### src/rtl/dir_pkg.sv
package dir_pkg;
  typedef enum logic [1:0] {
    MSG_INV     = 2'd0,
    MSG_RCL_SHR = 2'd1,
    MSG_RCL_INV = 2'd2
  } msg_kind_e;

  typedef enum logic [2:0] {
    ST_IDLE,
    ST_LOOK,
    ST_SEND,
    ST_WAIT,
    ST_REPLY
  } home_st_e;
endpackage

### src/rtl/dir_low_pick.sv
module dir_low_pick #(
  parameter int N  = 4,
  parameter int IW = 2
) (
  input  logic [N-1:0]  mask,
  output logic          any,
  output logic [IW-1:0] idx
);
  always_comb begin
    any = |mask;
    idx = '0;
    for (int i = N - 1; i >= 0; i--) begin
      if (mask[i]) idx = IW'(i);
    end
  end
endmodule

### src/rtl/dir_store.sv
module dir_store #(
  parameter int NPROC = 4,
  parameter int NBLK  = 8,
  parameter int DW    = 16,
  parameter int BW    = 3
) (
  input  logic             clk,
  input  logic             rst_n,
  input  logic [BW-1:0]    blk,
  output logic [NPROC-1:0] rd_pres,
  output logic             rd_dirty,
  output logic [DW-1:0]    rd_data,
  input  logic             ent_we,
  input  logic [NPROC-1:0] ent_pres,
  input  logic             ent_dirty,
  input  logic             dat_we,
  input  logic [DW-1:0]    dat_in
);
  logic [NBLK-1:0][NPROC-1:0] pres_q;
  logic [NBLK-1:0]            dirty_q;
  logic [NBLK-1:0][DW-1:0]    data_q;

  always_ff @(posedge clk or negedge rst_n) begin
    if (!rst_n) begin
      for (int b = 0; b < NBLK; b++) begin
        pres_q[b]  <= '0;
        dirty_q[b] <= 1'b0;
        data_q[b]  <= DW'(b);
      end
    end else begin
      for (int b = 0; b < NBLK; b++) begin
        if (ent_we && (blk == BW'(b))) begin
          pres_q[b]  <= ent_pres;
          dirty_q[b] <= ent_dirty;
        end
        if (dat_we && (blk == BW'(b))) begin
          data_q[b] <= dat_in;
        end
      end
    end
  end

  assign rd_pres  = pres_q[blk];
  assign rd_dirty = dirty_q[blk];
  assign rd_data  = data_q[blk];

  // a dirty block has exactly one holder
  for (genvar g = 0; g < NBLK; g++) begin : g_chk
    a_r4_dirty_single_owner: assert property (@(posedge clk) disable iff (!rst_n)
      dirty_q[g] |-> ($countones(pres_q[g]) == 1));
  end
endmodule

### src/rtl/dir_home_ctrl.sv
module dir_home_ctrl
  import dir_pkg::*;
#(
  parameter int  NPROC = 4,
  parameter int  NBLK  = 8,
  parameter int  DW    = 16,
  localparam int IW    = (NPROC > 1) ? $clog2(NPROC) : 1,
  localparam int BW    = (NBLK > 1) ? $clog2(NBLK) : 1
) (
  input  logic          clk,
  input  logic          rst_n,
  input  logic          req_valid,
  output logic          req_ready,
  input  logic          req_write,
  input  logic [IW-1:0] req_id,
  input  logic [BW-1:0] req_blk,
  output logic          msg_valid,
  input  logic          msg_ready,
  output logic [1:0]    msg_kind,
  output logic [IW-1:0] msg_dst,
  output logic [BW-1:0] msg_blk,
  input  logic          ack_valid,
  input  logic [DW-1:0] ack_data,
  output logic          rsp_valid,
  output logic [IW-1:0] rsp_dst,
  output logic          rsp_grant,
  output logic [DW-1:0] rsp_data
);
  localparam int CW = $clog2(NPROC + 1);

  home_st_e   st_q, st_d;
  logic [CW-1:0] pend_q, pend_d;
  logic       wr_q, wr_d;
  logic [IW-1:0] id_q, id_d;
  logic [BW-1:0] blk_q, blk_d;
  logic [NPROC-1:0] mask_q, mask_d;
  msg_kind_e  kind_q, kind_d;
  logic       rcl_q, rcl_d;

  logic [NPROC-1:0] e_pres, new_pres, reqbit, tgt, rest;
  logic             e_dirty, new_dirty, ent_we, dat_we;
  logic [DW-1:0]    e_data;
  logic             pk_any;
  logic [IW-1:0]    pk_idx;
  logic             send_fire, ack_take;

  dir_store #(.NPROC(NPROC), .NBLK(NBLK), .DW(DW), .BW(BW)) u_store (
    .clk      (clk),
    .rst_n    (rst_n),
    .blk      (blk_q),
    .rd_pres  (e_pres),
    .rd_dirty (e_dirty),
    .rd_data  (e_data),
    .ent_we   (ent_we),
    .ent_pres (new_pres),
    .ent_dirty(new_dirty),
    .dat_we   (dat_we),
    .dat_in   (ack_data)
  );

  dir_low_pick #(.N(NPROC), .IW(IW)) u_pick (
    .mask(mask_q),
    .any (pk_any),
    .idx (pk_idx)
  );

  assign reqbit    = NPROC'(1) << id_q;
  assign tgt       = (wr_q || e_dirty) ? (e_pres & ~reqbit) : '0;
  assign rest      = mask_q & ~(NPROC'(1) << pk_idx);
  assign send_fire = (st_q == ST_SEND) && pk_any && msg_ready;
  assign ack_take  = ack_valid && (pend_q != '0) &&
                     ((st_q == ST_SEND) || (st_q == ST_WAIT));
  assign pend_d    = pend_q + CW'(send_fire) - CW'(ack_take);

  // next-state process
  always_comb begin
    st_d   = st_q;
    wr_d   = wr_q;
    id_d   = id_q;
    blk_d  = blk_q;
    mask_d = mask_q;
    kind_d = kind_q;
    rcl_d  = rcl_q;
    case (st_q)
      ST_IDLE: begin
        if (req_valid) begin
          wr_d  = req_write;
          id_d  = req_id;
          blk_d = req_blk;
          st_d  = ST_LOOK;
        end
      end
      ST_LOOK: begin
        mask_d = tgt;
        if (!e_dirty)  kind_d = MSG_INV;
        else if (wr_q) kind_d = MSG_RCL_INV;
        else           kind_d = MSG_RCL_SHR;
        rcl_d = e_dirty && (tgt != '0);
        st_d  = (tgt == '0) ? ST_REPLY : ST_SEND;
      end
      ST_SEND: begin
        if (send_fire) begin
          mask_d = rest;
          if (rest == '0) st_d = ST_WAIT;
        end
      end
      ST_WAIT: begin
        if (pend_q == '0) st_d = ST_REPLY;
      end
      ST_REPLY: st_d = ST_IDLE;
      default:  st_d = ST_IDLE;
    endcase
  end

  // control registers
  always_ff @(posedge clk or negedge rst_n) begin
    if (!rst_n) begin
      st_q   <= ST_IDLE;
      pend_q <= '0;
    end else begin
      st_q   <= st_d;
      pend_q <= pend_d;
    end
  end

  // transaction context registers
  always_ff @(posedge clk) begin
    wr_q   <= wr_d;
    id_q   <= id_d;
    blk_q  <= blk_d;
    mask_q <= mask_d;
    kind_q <= kind_d;
    rcl_q  <= rcl_d;
  end

  // entry update on reply, writeback on recall acknowledgement
  assign ent_we    = (st_q == ST_REPLY);
  assign new_pres  = wr_q ? reqbit : (e_pres | reqbit);
  assign new_dirty = wr_q ? 1'b1 : (rcl_q ? 1'b0 : e_dirty);
  assign dat_we    = ack_take && rcl_q;

  assign req_ready = (st_q == ST_IDLE);
  assign msg_valid = (st_q == ST_SEND) && pk_any;
  assign msg_kind  = kind_q;
  assign msg_dst   = pk_idx;
  assign msg_blk   = blk_q;
  assign rsp_valid = (st_q == ST_REPLY);
  assign rsp_dst   = id_q;
  assign rsp_grant = wr_q;
  assign rsp_data  = e_data;

  a_r9_hold_when_stalled: assert property (@(posedge clk) disable iff (!rst_n)
    (msg_valid && !msg_ready) |=> (msg_valid && $stable(msg_dst) && $stable(msg_kind)));

  a_r9_ascending_dst: assert property (@(posedge clk) disable iff (!rst_n)
    (msg_valid && msg_ready) |=> (!msg_valid || (msg_dst > $past(msg_dst))));

  a_r8_busy_not_ready: assert property (@(posedge clk) disable iff (!rst_n)
    (msg_valid || rsp_valid) |-> !req_ready);

  a_r8_ready_after_reply: assert property (@(posedge clk) disable iff (!rst_n)
    rsp_valid |=> req_ready);

  a_r7_acks_drained: assert property (@(posedge clk) disable iff (!rst_n)
    rsp_valid |-> (pend_q == '0));
endmodule

### config.mk
export PLATFORM = sky130hd
export DESIGN_NAME = dir_home_ctrl
export DESIGN_NICKNAME = d
export VERILOG_FILES = /design/src/rtl/dir_pkg.sv /design/src/rtl/dir_low_pick.sv /design/src/rtl/dir_store.sv /design/src/rtl/dir_home_ctrl.sv
export SDC_FILE = /design/constraint.sdc
export NUM_CORES = 1
export LEC_CHECK = 0
export BUFFER_PORTS_ARGS = -buffer_cell sky130_fd_sc_hd__buf_2
export CAP_MARGIN = 20
export CORE_ASPECT_RATIO = 0.6
export CORE_MARGIN = 10
export CORE_UTILIZATION = 50
export DETAILED_ROUTE_END_ITERATION = 10
export GPL_TIMING_DRIVEN = 0
export HOLD_SLACK_MARGIN = 0.05
export PLACE_DENSITY_LB_ADDON = 0.05
export SETUP_SLACK_MARGIN = 0.3
export SLEW_MARGIN = 10
export SYNTH_ARGS = -nofsm -noshare
export SYNTH_HDL_FRONTEND = slang
export SYNTH_HIERARCHICAL = 1
export SYNTH_SLANG_ARGS = --single-unit
### constraint.sdc
create_clock -name clk -period 2.4 [get_ports clk]
set_input_delay 0.24 -clock clk [delete_from_list [all_inputs] [get_ports clk]]
set_output_delay 0.24 -clock clk [all_outputs]
set_load 0.02 [all_outputs]
==> flow_metrics.env, run 1 <==
export IMPL_synthArstFlopShare_pct=93.05
export IMPL_slowest_stage="mux4_1"
export IMPL_cts_buffers=17
export IMPL_startpoint_type="register"
export IMPL_grt_pass1_vias=5392
export IMPL_htree_levels=4
export IMPL_slowest_delay_ns=0.56
export IMPL_dominantRegCellSynth="dfrtp_1"
export IMPL_worst_slew_pin_transition_ns=0.7687
export IMPL_worstPathCellList="buf_12, buf_12, mux4_1, mux2_2, buf_4"
export IMPL_ys_seq_elements=187
export IMPL_min_delay_worst_endpoint="u_store/data_q[19]"
export IMPL_die_h_microns=123.7
export IMPL_ys_warn_count=6
export IMPL_leakagePower_nw=5.404
export IMPL_antenna_found_initial=2
export IMPL_rrSetupSlack_ns=-0.01
export IMPL_setup_tns_final_ns=-0.02603
export IMPL_timing_rr_end="st_q[1]"
export IMPL_grt_max_degree=100
export IMPL_final_instance_count_excl_fill=913
export IMPL_synth_top_family_by_area="multiplexers"
export IMPL_layout_min_cycle_time_ns=2.415
export IMPL_ios=56
export IMPL_hpwl_microns=13590
export IMPL_path_clk_slew_ns=0.07
export IMPL_worstPathRequired_ns=2.16
export IMPL_cts_tree="built"
export IMPL_routed_via_density=5.829
export IMPL_row_count=37
export IMPL_setup_violations=2
export IMPL_max_freq_mhz=414.1
export IMPL_reg2regPathDepth=7
export IMPL_synth_simple_area_share_pct=5.114
export IMPL_hold_viol=0
export IMPL_finClkSkew_ns=0.008329
export IMPL_status="finished, violations left"
export IMPL_path_max_fanout=10
export IMPL_drt_pass1_iterations=4
export IMPL_num_vias=5322
export IMPL_rsz0062_at_grt="true"
export IMPL_min_from="ack_data[3]"
export IMPL_yosys_cell_types_count=49
export IMPL_wire_per_inst_microns=23.91
export IMPL_cpLargestDelayFamily="multiplexers"
export IMPL_synth_xor_area_share_pct=0.1956
export IMPL_antenna_left=0
export IMPL_worst_path_buf_inv=3
export IMPL_reg2reg_from="msg_blk[0]"
export IMPL_die_width_microns=192.8
export IMPL_place_gp_congestion=0.7606
export IMPL_grt_overflow_total=0
export IMPL_ir_worst_vdd_v=0.0004930
export IMPL_worstHoldPathCells=2
export IMPL_finalNetCount=695
export IMPL_coreArea_sq_um=17360
export IMPL_syn_area_per_cell_sq_um=16.40
export IMPL_finalCritPeriodShare_pct=100.6
export IMPL_muxShareOfSynthArea_pct=36.17
export IMPL_synthCells=546
export IMPL_cpMostUsedCell="buf_12"
export IMPL_synth_edff_count=13
export IMPL_final_max_slew_viol_count=0
export IMPL_min_path_type="in -> reg"
export IMPL_cts_root_buf="clkbuf_16"
export IMPL_worstSetupPathType="reg -> out"
export IMPL_design_die_area_sq_um=23840
export IMPL_start_util_pct=51.58
export IMPL_dp_cells=836
export IMPL_syn_to_final_growth_pct=27.40
export IMPL_synth_nets=576
export IMPL_seq_area_frac_synth_pct=53.15
export IMPL_drv_cap=0
export IMPL_relSlewSlack_pct=48.21
export IMPL_synth_adder_area_share_pct=0.5030
export IMPL_drt_total_wl_microns=21830
export IMPL_grt_util_all_layers_pct=18.13
export IMPL_drc_errors=0
export IMPL_io_buffers=55
export IMPL_worst_ep_arrival_time_ns=2.17
export IMPL_synth_compound_area_share_pct=1.942
export IMPL_clock_sinks=187
export IMPL_power_density_nw_per_um2=1029
export IMPL_grt_pass1_wl_microns=32400
export IMPL_syn_area_sq_um=8955
export IMPL_finalWorstSetupSlack_ns=-0.01482
export IMPL_drt_iter0_markers=443
export IMPL_end_kind="primary output"
export IMPL_clkLatencyLatePin_ns=0.44
export IMPL_clockBufferDepth=2
export IMPL_drive_gt1_share_pct=64.45
export IMPL_violations="negative setup slack"
[timing repair]
item                       4_1_cts  5_1_grt
cloned                           1        3
setup buffers                   16       17
hold endpoints to repair        92        0
gates resized for setup        125      121
pin swaps                        6        7
hold buffers                     7        0
setup endpoints to repair      172      124
[cells in the mapped netlist (all sizes together) (2+ instances only)]
| cell type | n | area [sq um] |
|---|---|---|
| mux2 | 190 | 2140 |
| dfrtp | 162 | 4054 |
| mux4 | 42 | 1100 |
| buf | 28 | 209.0 |
| edfxtp | 13 | 390.4 |
| dfstp | 12 | 315.3 |
| inv | 10 | 37.54 |
| nand2 | 8 | 30.03 |
| and4bb | 6 | 75.07 |
| nand4b | 6 | 88.84 |
| nor2 | 6 | 22.52 |
| o21ai | 6 | 30.03 |
| and2 | 5 | 31.28 |
| a21oi | 4 | 23.77 |
| clkbuf | 4 | 15.01 |
| nand2b | 4 | 25.02 |
| nor3 | 4 | 20.02 |
| o31ai | 4 | 30.03 |
| nand3 | 3 | 15.01 |
| o22ai | 3 | 25.02 |
| ha | 2 | 25.02 |
| nand4 | 2 | 27.53 |
| nor3b | 2 | 15.01 |
| nor4b | 2 | 47.55 |
| or2b | 2 | 15.01 |
| xnor2 | 2 | 17.52 |
[layout by cell type (no fill, tap or decap), types with 4 or more instances in the layout]
| cell type | n |
|---|---|
| mux4_1 | 9 |
| edfxtp_1 | 13 |
| buf_4 | 27 |
| o31ai_1 | 4 |
| nand2b_1 | 4 |
| clkinv_2 | 4 |
| dfstp_2 | 12 |
| buf_12 | 16 |
| mux2_4 | 107 |
| nand2_1 | 7 |
| and4bb_2 | 6 |
| mux2_2 | 83 |
| nor2_1 | 4 |
| inv_1 | 6 |
| mux4_2 | 33 |
| dlygate4sd3_1 | 7 |
| buf_2 | 45 |
| buf_6 | 23 |
| buf_8 | 6 |
| clkbuf_16 | 20 |
| dfrtp_1 | 161 |
| and2_1 | 4 |
[flip-flops by register name, indices dropped and copies added (netlist names)]
signal / flops
pend_q: 3
rsp_dst: 2
msg_kind: 2
msg_blk: 3
u_store/data_q: 128
u_store/dirty_q: 8
st_q: 3
rcl_q: 1
u_store/pres_q: 32
rsp_grant: 1
mask_q: 4
[metrics by stage]
stage                     hold WS [ns]  util [%]  setup slack, ns  area, sq um  power, mW
final                           0.1525     65.72         -0.01482        11410      11.74
after global routing            0.1449     65.70          -0.1044        11410      12.32
after CTS                       0.1195     62.08         -0.02946        10780      11.43
after detailed placement        0.3223     55.82          -0.5945         9691      8.009
after global placement          0.4164     55.60           -1.465         9653      7.834
after floorplan               -0.05559         -          0.07853         9085      7.067
[layout make-up]
type	count	area, sq um
Clock inverter	12	150.1
Fill cell	1192	5952
Multi-Input combinational cell	317	4415
Timing Repair Buffer	100	834.6
Inverter	10	40.04
Buffer	32	465.4
Tap cell	234	292.8
Sequential cell	187	4761
Clock buffer	20	446.7
Antenna cell	1	2.502
[routing by layer]
layer | track usage [%] | vias to the layer above | wire (microns)
met5 | 0 | - | 11
met4 | 5.834 | 2 | 218
met3 | 3.853 | 19 | 1312
met2 | 25.45 | 122 | 9295
met1 | 27.37 | 2848 | 11000
li1 | - | 2331 | -
[worst reg2reg max path, stage by stage, from the launching register on]
cell and delay [ns]:
edfxtp_1 0.41, buf_12 0.16, buf_4 0.18, mux4_1 0.55, mux2_4 0.34, nor2_4 0.18, o32ai_2 0.16, a221o_1 0.33
[power by group]
group	leakage [nW]	switching [mW]	internal (mW)
clock network	0.286	1.20	1.66
logic	2.67	1.75	2.35
registers	2.45	0.592	4.19
[logic make-up after synthesis]
kind of cell               after synthesis
muxes                                  232
DFF                                    187
and+or+nand+nor                         56
buffers and inverters                   42
AOI/OAI and AO/OA                       24
adders and majority gates                3
xor gates and xnor gates                 2
[how the worst max path moves through the flow]
stage	cells after the start	to	slack (ns)	startpoint
after floorplan	7	st_q[1]	0.08	msg_blk[0]
after global placement	1	u_store/data_q[104]	-1.46	rst_n
after detailed placement	7	u_store/pres_q[9]	-0.59	msg_blk[2]
after CTS	5	rsp_data[13]	-0.03	msg_blk[0]
after global routing	7	st_q[1]	-0.10	msg_blk[0]
final	5	rsp_data[13]	-0.01	msg_blk[0]
(Power assumes the default switching activity.)
==> inputs of run 2 (changes only) <==
--- a/config.mk
+++ b/config.mk
@@ -9,7 +9,7 @@
 export CAP_MARGIN = 20
 export CORE_ASPECT_RATIO = 0.6
 export CORE_MARGIN = 10
-export CORE_UTILIZATION = 50
+export CORE_UTILIZATION = 31
 export DETAILED_ROUTE_END_ITERATION = 10
 export GPL_TIMING_DRIVEN = 0
 export HOLD_SLACK_MARGIN = 0.05
==> run 2 against run 1 <==
Compared with the run above:
- the flow still finishes with violations (negative setup slack)
- hold slack worse by 0.021 ns
- via count shrank 0.70%
- first-iteration DRC count fell by 42%
- sequential share of layout area fell by 0.24 points
- wire length increased by 8.0%
- final cell count rose by 16%
- clock skew about the same
- maximum frequency fell by 1.0%
- power is 0.50% higher
- count of clock-buffer cells in the layout is 2 higher
==> flow_metrics.env, run 2 (same netlist as run 1, synthesis figures left out) <==
export IMPL_fill_cells=2665
export IMPL_row_count=48
export IMPL_worstSetupPathType="reg -> out"
export IMPL_grt_pass1_wl_microns=35560
export IMPL_cts_tree="built"
export IMPL_relSlewSlack_pct=43.93
export IMPL_grt_util_all_layers_pct=13.31
export IMPL_reg2reg_from="msg_blk[0]"
export IMPL_clockBufferDepth=2
export IMPL_antenna_found_initial=0
export IMPL_die_width_microns=239.4
export IMPL_cp_endpoint="rsp_data[8]"
export IMPL_status="finished, violations left"
export IMPL_wire_per_inst_microns=22.34
export IMPL_layout_min_cycle_time_ns=2.440
export IMPL_worst_ep_arrival_time_ns=2.20
export IMPL_design_die_area_sq_um=36310
export IMPL_clkLatencyLatePin_ns=0.44
export IMPL_internal_power_mw=8.244
export IMPL_timing_rr_end="st_q[1]"
export IMPL_setup_violations=9
export IMPL_reg_top3="u_store/data_q: 128 flops, u_store/pres_q: 32 flops, u_store/dirty_q: 8 flops"
export IMPL_final_cell_mix="161 x dfrtp_1, 124 x mux2_2, 66 x mux2_4"
export IMPL_power_density_nw_per_um2=1028
export IMPL_num_vias=5285
export IMPL_finalWorstSetupSlack_ns=-0.04037
export IMPL_leakagePower_nw=5.390
export IMPL_grt_overflow_total=0
export IMPL_drt_pass1_iterations=4
export IMPL_die_h_microns=151.7
export IMPL_grt_pass1_vias=5541
export IMPL_startpoint_type="register"
export IMPL_hpwl_microns=14900
export IMPL_pre_cts_slack_ns=-0.6306
export IMPL_rsz0062_at_grt="true"
export IMPL_finClkSkew_ns=0.008560
export IMPL_syn_to_final_growth_pct=28.14
export IMPL_pwr_share_clk_pct=25.7
export IMPL_drive_gt1_share_pct=65.29
export IMPL_cts_buffers=17
export IMPL_rrSetupSlack_ns=-0.01
export IMPL_regMostFlops="u_store/data_q"
export IMPL_ios=56
export IMPL_power_frac_seq_pct=40.4
export IMPL_final_common_cell="dfrtp_1"
export IMPL_ir_worst_vdd_v=0.0003577
export IMPL_drv_cap=0
export IMPL_reg2regPathDepth=8
export IMPL_clock_sinks=187
export IMPL_max_freq_mhz=409.8
export IMPL_io_buffers=55
export IMPL_finalNetCount=697
export IMPL_routed_via_density=5.009
export IMPL_final_max_slew_viol_count=0
export IMPL_end_kind="primary output"
export IMPL_crit_start="msg_blk[0]"
export IMPL_cts_root_buf="clkbuf_16"
export IMPL_min_path_type="in -> reg"
export IMPL_drc_errors=0
export IMPL_drt_total_wl_microns=23570
export IMPL_drt_iter0_markers=258
export IMPL_place_gp_congestion=0.6976
export IMPL_worst_slew_pin_transition_ns=0.8410
export IMPL_setup_tns_final_ns=-0.1988
export IMPL_finalCritPeriodShare_pct=101.7
export IMPL_path_max_fanout=9
export IMPL_coreArea_sq_um=28590
export IMPL_largest_reg_flops=128
export IMPL_htree_levels=4
export IMPL_start_util_pct=31.32
export IMPL_power_net_switching_mw=3.558
export IMPL_path_clk_slew_ns=0.07
export IMPL_hold_viol=0
export IMPL_power_frac_comb_pct=33.9
export IMPL_swShare_pct=30.15
export IMPL_grt_max_degree=110
export IMPL_worstPathRequired_ns=2.16
export IMPL_antenna_left=0
export IMPL_violations="negative setup slack"
export IMPL_diodes=0
[run 2: cell count changes in the layout (fill, tap and decap cells not counted), moves of 8 or more]
cell and delta:
mux2_4 -41, buf_6 -8, mux2_2 +41, buf_4 +8
[run 2: what timing repair did]
action / 4_1_cts / 5_1_grt
hold endpoints to repair: 71 / 0
gates cloned: 1 / 2
endpoints found under the setup margin: 172 / 151
hold buffers: 7 / 0
gates resized for setup: 116 / 89
pin swaps: 6 / 7
setup buffers: 22 / 14
[run 2: layout make-up]
type                    count  area (sq um)  area share (%)
plain buffers              32         473.0           4.122
clock inverters            10         133.9           1.167
multi-input cells         317          4278           37.28
flip-flops and latches    187          4761           41.49
well taps                 375         469.2           4.089
inverters                  10         42.54          0.3707
repair buffers            102         812.0           7.077
clock buffers              22         505.5           4.405
[run 2: how the worst min path moves through the flow]
stage / start / to / cells past startpoint / slack [ns]
global route: ack_data[11] / u_store/data_q[91] / 2 / 0.13
CTS: ack_data[2] / u_store/data_q[2] / 2 / 0.10
finish: ack_data[2] / u_store/data_q[2] / 2 / 0.13
floorplan: rst_n / pend_q[0] / 0 / -0.06
global placement: req_write / rsp_grant / 1 / 0.42
detailed placement: rst_n / u_store/data_q[101] / 1 / 0.24
[run 2: metrics by stage]
step                area, sq um  total power [mW]  std cells  util (%)  hold WS (ns)
floorplan                  9085             7.067        546         -      -0.05559
global placement           9829             7.923        976     34.38        0.4168
detailed placement         9867             8.045        977     34.52        0.2387
CTS                       11030             11.60       1039     38.58        0.1040
global route              11470             12.47       1055     40.14        0.1281
finish                    11470             11.80       1055     40.14        0.1316
[run 2: layer usage]
| layer | vias to the layer above | share of wire, % | track usage, % | wire length (microns) |
|---|---|---|---|---|
| met5 | - | 0 | 0 | 0 |
| met4 | 0 | 1.1 | 3.740 | 263 |
| met3 | 20 | 3.2 | 3.486 | 765 |
| met2 | 66 | 44 | 19.57 | 10430 |
| met1 | 2870 | 51 | 18.94 | 12110 |
| li1 | 2329 | - | - | - |
[run 2: power by group through the flow]
stage          Combinational (mW)  Clock (mW)  Sequential (mW)
6_report                     4.00        3.03             4.77
5_1_grt                      4.31        3.27             4.88
4_1_cts                      3.75        3.14             4.72
3_5_place_dp                 3.31           0             4.74
3_3_place_gp                 3.23           0             4.69
2_1_floorplan                2.46           0             4.60
[run 2: worst max-delay path, stage by stage, from the launching register on]
cell	delay, ns
edfxtp_1	0.41
buf_12	0.17
buf_16	0.17
mux4_2	0.57
mux2_2	0.28
buf_2	0.16
